### src/rtl/pp_dac_pkg.sv
package pp_dac_pkg;

    localparam int MAX_SLOTS = 64;

    typedef enum logic {
        ST_IDLE  = 1'b0,
        ST_DRIVE = 1'b1
    } drv_state_e;

    // Returns idx_a*256 + idx_b for the chosen tap pair of a code.
    // Tap 0 weighs zero, taps 1.. carry ascending primes.
    function automatic int pair_for_code(input int code_val, input int nslots);
        int w [MAX_SLOTS];
        int cnt;
        int n;
        int res;
        bit found;
        bit isp;
        w[0] = 0;
        for (int k = 1; k < MAX_SLOTS; k++) w[k] = 0;
        cnt = 1;
        n = 2;
        while (cnt < nslots) begin
            isp = 1'b1;
            for (int d = 2; d * d <= n; d++)
                if (n % d == 0) isp = 1'b0;
            if (isp) begin
                w[cnt] = n;
                cnt++;
            end
            n++;
        end
        res = 0;
        found = 1'b0;
        for (int ia = 1; ia < nslots; ia++)
            for (int ib = 0; ib < nslots; ib++)
                if (!found && (w[ia] + w[ib] == 2 * code_val)) begin
                    res = ia * 256 + ib;
                    found = 1'b1;
                end
        return res;
    endfunction

endpackage

### src/rtl/pair_lookup.sv
module pair_lookup #(
    parameter int CODE_W    = 6,
    parameter int NUM_SLOTS = 23,
    parameter int IDX_W     = $clog2(NUM_SLOTS)
) (
    input  logic [CODE_W-1:0] code,
    output logic [IDX_W-1:0]  idx_a,
    output logic [IDX_W-1:0]  idx_b
);
    localparam int NUM_CODES = 2 ** CODE_W;

    logic [IDX_W-1:0] tbl_a [NUM_CODES];
    logic [IDX_W-1:0] tbl_b [NUM_CODES];

    // One table row per code, built at elaboration.
    for (genvar c = 0; c < NUM_CODES; c++) begin : g_row
        localparam int PAIR = pp_dac_pkg::pair_for_code(c, NUM_SLOTS);
        assign tbl_a[c] = IDX_W'(PAIR / 256);
        assign tbl_b[c] = IDX_W'(PAIR % 256);
    end

    assign idx_a = tbl_a[code];
    assign idx_b = tbl_b[code];
endmodule

### src/rtl/slot_onehot.sv
module slot_onehot #(
    parameter int NUM_SLOTS = 23,
    parameter int IDX_W     = $clog2(NUM_SLOTS)
) (
    input  logic [IDX_W-1:0]     idx,
    output logic [NUM_SLOTS-1:0] onehot
);
    for (genvar i = 0; i < NUM_SLOTS; i++) begin : g_bit
        assign onehot[i] = (idx == IDX_W'(i));
    end
endmodule

### src/rtl/prime_pair_dac_decoder.sv
module prime_pair_dac_decoder #(
    parameter int CODE_W    = 6,
    parameter int NUM_SLOTS = 23
) (
    input  logic                 clk,
    input  logic                 rst_n,
    input  logic                 in_valid,
    input  logic [CODE_W-1:0]    code,
    output logic                 out_valid,
    output logic [NUM_SLOTS-1:0] sel_a,
    output logic [NUM_SLOTS-1:0] sel_b
);
    import pp_dac_pkg::*;

    localparam int IDX_W = $clog2(NUM_SLOTS);

    logic [IDX_W-1:0]     idx_a, idx_b;
    logic [NUM_SLOTS-1:0] hot_a, hot_b;
    drv_state_e           state_q, state_d;

    pair_lookup #(.CODE_W(CODE_W), .NUM_SLOTS(NUM_SLOTS), .IDX_W(IDX_W)) u_lookup (
        .code  (code),
        .idx_a (idx_a),
        .idx_b (idx_b)
    );

    slot_onehot #(.NUM_SLOTS(NUM_SLOTS), .IDX_W(IDX_W)) u_hot_a (
        .idx    (idx_a),
        .onehot (hot_a)
    );

    slot_onehot #(.NUM_SLOTS(NUM_SLOTS), .IDX_W(IDX_W)) u_hot_b (
        .idx    (idx_b),
        .onehot (hot_b)
    );

    // State register
    always_ff @(posedge clk) begin
        if (!rst_n) state_q <= ST_IDLE;
        else        state_q <= state_d;
    end

    // Next state
    always_comb begin
        state_d = state_q;
        unique case (state_q)
            ST_IDLE:  if (in_valid)  state_d = ST_DRIVE;
            ST_DRIVE: if (!in_valid) state_d = ST_IDLE;
            default:  state_d = ST_IDLE;
        endcase
    end

    // Registered switch outputs
    always_ff @(posedge clk) begin
        if (!rst_n) begin
            sel_a <= '0;
            sel_b <= '0;
        end else if (in_valid) begin
            sel_a <= hot_a;
            sel_b <= hot_b;
        end else begin
            sel_a <= '0;
            sel_b <= '0;
        end
    end

    assign out_valid = (state_q == ST_DRIVE);

    assert_valid_follows_R1: assert property (@(posedge clk) disable iff (!rst_n)
        in_valid |=> out_valid);
    assert_valid_drops_R1: assert property (@(posedge clk) disable iff (!rst_n)
        !in_valid |=> !out_valid);
    assert_a_onehot_R2: assert property (@(posedge clk) disable iff (!rst_n)
        out_valid |-> $onehot(sel_a));
    assert_b_onehot_R3: assert property (@(posedge clk) disable iff (!rst_n)
        out_valid |-> $onehot(sel_b));
    assert_idle_clear_R7: assert property (@(posedge clk) disable iff (!rst_n)
        !out_valid |-> (sel_a == '0 && sel_b == '0));
    assert_held_code_stable_R5: assert property (@(posedge clk) disable iff (!rst_n)
        (in_valid && $past(in_valid) && $stable(code) && out_valid) |=> $stable(sel_a));
endmodule

### config.mk
export PLATFORM = sky130hd
export DESIGN_NAME = prime_pair_dac_decoder
export DESIGN_NICKNAME = d
export VERILOG_FILES = /design/src/rtl/pp_dac_pkg.sv /design/src/rtl/pair_lookup.sv /design/src/rtl/slot_onehot.sv /design/src/rtl/prime_pair_dac_decoder.sv
export SDC_FILE = /design/constraint.sdc
export NUM_CORES = 1
export LEC_CHECK = 0
export BUFFER_PORTS_ARGS = -buffer_cell sky130_fd_sc_hd__buf_2
export CORE_MARGIN = 4
export CORE_UTILIZATION = 54
export DETAILED_ROUTE_END_ITERATION = 16
export HOLD_SLACK_MARGIN = 0.05
export PLACE_DENSITY_LB_ADDON = 0.25
export SLEW_MARGIN = 20
export SYNTH_ARGS = -nofsm -noshare
export SYNTH_HDL_FRONTEND = slang
export SYNTH_SLANG_ARGS = --single-unit
### constraint.sdc
create_clock -name clk -period 2.2 [get_ports clk]
set_input_delay 0.11 -clock clk [delete_from_list [all_inputs] [get_ports clk]]
set_output_delay 0.11 -clock clk [all_outputs]
set_load 0.02 [all_outputs]
==> metrics.yaml <==
leakage_nw: 1.30
syn_inst: 263
grt_pass1_wl_um: 8820
gp_congestion: 0.937
critical_path_arrival_ns: 1.99
synth_top_family_by_area: "simple AND/OR/NAND/NOR gates"
synth-edff-count: 0
synth-simple-area-share_pct: 25.7
fillers: 360
dieArea_sq_mm: 0.00566
yosys_warnings: 0
ys.flop_type: "dfxtp_1"
vias: 2100
dp_hpwl_um: 3970
dr.pass1.iters: 4
io_buffers: 55
finalHoldViolCount: 0
cp-startpoint: "code[0]"
worstPathCellList: "buf_2 -> inv_1 -> ha_1 -> nor2b_1 -> a2111oi_0 -> nor4_1 -> o21ai_1 -> buf_4 -> nor2_1"
synth-compound-area-share_pct: 17.5
path_class: "in -> reg"
outcome: "complete, no violations"
period_share_pct: 81.5
worst_pin_slew_ns: 0.658
grt_max_degree: 30
wire_per_inst_um: 14.4
muxShareOfSynthArea_pct: 4.67
startpoint_type: "primary input"
rows: 24
drt_iter0_markers: 119
cap_violations: 0
pin_count: 56
final_max_slew_viol_count: 0
first_global_vias: 1849
cp_num_buf_inv: 3
n_antenna_cell: 0
yosysUniqueCellTypes: 62
total_power_w: 0.00194
syn_to_final_growth_pct: 18.9
cts_tree: "done"
crit_slowest_cell: "a2111oi_0"
cts_inserted_buffers: 5
async_reset_ff_share_pct: 0
tns_ns: 0
layout.nets: 344
min_period_ns: 1.79
end_kind: "flip-flop"
start_util_pct: 56.0
worst_hold_path_type: "in -> reg"
cts_sinks: 47
mappedNetlistArea_sq_mm: 0.00244
wl_um: 5410
h-tree-depth: 2
max_freq_mhz: 558
viasPerCell: 5.59
min_to: "out_valid"
grt_use_total_pct: 20.2
hold_depth: 3
rsz0062_at_grt: "no"
irDropWorstVdd_uv: 340
path_delay_family: "compound AO/OA/AOI/OAI gates"
cts.path.max_buffers: 2
die_width_um: 75.2
cellPowerDensity_mw_per_mm2: 669
synthAdderAreaFrac_pct: 6.15
dieHeight_um: 75.2
ys_ff_latch: 47
overflow: 0
cts_setup_buffers: 0
drcViolationCount: 0
worstPathRequired_ns: 2.39
core_region_area_sq_mm: 0.00435
root_buffer: "clkbuf_8"
antenna_found_initial: 0
postRouteAntennaNets: 0
cts_resized: 0
cp_max_fo: 5
cts.clk_slew.worst_paths_ns: 0.08
hold_ws_ns: 0.140
synth_area_per_cell_sq_um: 9.28
setup_violations: 0
critical-path-max-stage-delay_ns: 0.62
slew_headroom_pct: 55.0
synth_xor_area_share_pct: 0.718
yosysSeqAreaShare_pct: 38.6
holdBufCountCts: 0
hold_start: "in_valid"
drive_gt1_share_pct: 31.5
stage by stage:
step	utilization, %	setup slack, ns	cells	instance area [sq um]
2_1_floorplan	-	0.338	265	2450
3_5_place_dp	63.6	0.142	368	2770
6_report	66.6	0.408	376	2900
5_1_grt	66.6	0.207	376	2900
4_1_cts	66.6	0.451	376	2900
3_3_place_gp	63.6	0.153	368	2770
cells by family (layout without fill, tap and decap cells):
| group | Yosys count | in the layout |
|---|---|---|
| compound gates | 52 | 52 |
| xor+xnor | 2 | 2 |
| fa+ha+maj | 12 | 12 |
| buf+inv | 26 | 85 |
| flops | 47 | 47 |
| mux | 11 | 11 |
| other cells | 1 | 3 |
| simple gates | 112 | 112 |
registers in the layout (all words and copies together), names as in the netlist:
register / cells
sel_a: 23
sel_b: 23
out_valid: 1
cell usage in the layout (no fill, tap or decap), types with 4 or more instances in the layout:
| cell | netlist | routed |
|---|---|---|
| clkbuf_8 | 0 | 5 |
| mux2i_1 | 8 | 8 |
| a31oi_1 | 4 | 4 |
| dfxtp_1 | 47 | 47 |
| o21ai_0 | 5 | 5 |
| inv_1 | 6 | 6 |
| nor3_1 | 14 | 14 |
| nand2_1 | 14 | 14 |
| buf_2 | 8 | 55 |
| nor3_2 | 9 | 9 |
| a211oi_1 | 5 | 5 |
| buf_4 | 5 | 15 |
| ha_1 | 12 | 12 |
| a2111oi_0 | 4 | 4 |
| nand3_1 | 7 | 7 |
| nor2_1 | 32 | 32 |
| nor2b_1 | 11 | 11 |
| nand2b_1 | 6 | 6 |
layer usage:
metal  track usage (%)  vias to the layer above  part of all wire, %
met3              4.81                       14                  8.6
li1                  -                     1057                    -
met2              31.4                       83                   45
met5                 0                        -                    0
met4              8.74                        0                  2.3
met1              26.7                      946                   44
layout make-up:
cell class / count / area [sq um] / area share, %
timing repair buffer: 70 / 388 / 13.4
clock inverter: 2 / 60.1 / 2.07
inverter: 7 / 26.3 / 0.906
tap: 52 / 65.1 / 2.24
sequential: 47 / 941 / 32.4
clock buffer: 6 / 72.6 / 2.50
multi-input combinational: 192 / 1350 / 46.5
cells in the mapped netlist, types with 4 or more instances:
library cell / instances / area (sq um)
inv_1: 6 / 22.5
buf_2: 8 / 40.0
nor3_2: 9 / 90.1
a31oi_1: 4 / 25.0
nand2_1: 14 / 52.6
nor2_1: 32 / 120
buf_4: 5 / 37.5
nand2b_1: 6 / 37.5
o21ai_0: 5 / 25.0
dfxtp_1: 47 / 941
nor2b_1: 11 / 68.8
ha_1: 12 / 150
nand3_1: 7 / 35.0
nor3_1: 14 / 70.1
mux2i_1: 8 / 80.1
a211oi_1: 5 / 37.5
a2111oi_0: 4 / 35.0
report_power, final:
part | switching (W) | total [W] | internal [W]
clock | 0.000272 | 0.000725 | 0.000454
sequential | 0.00000271 | 0.000866 | 0.000863
combinational | 0.000224 | 0.000350 | 0.000126
how the worst max path moves through the flow:
stage,endpoint,slack (ns),cells after the start
finish,sel_b[19],0.41,9
global placement,sel_b[7],0.15,9
detailed placement,sel_b[8],0.14,10
CTS,sel_b[15],0.45,9
global route,sel_b[5],0.21,8
floorplan,sel_a[3],0.34,9
Note: power is estimated with default switching activity, not from simulation.
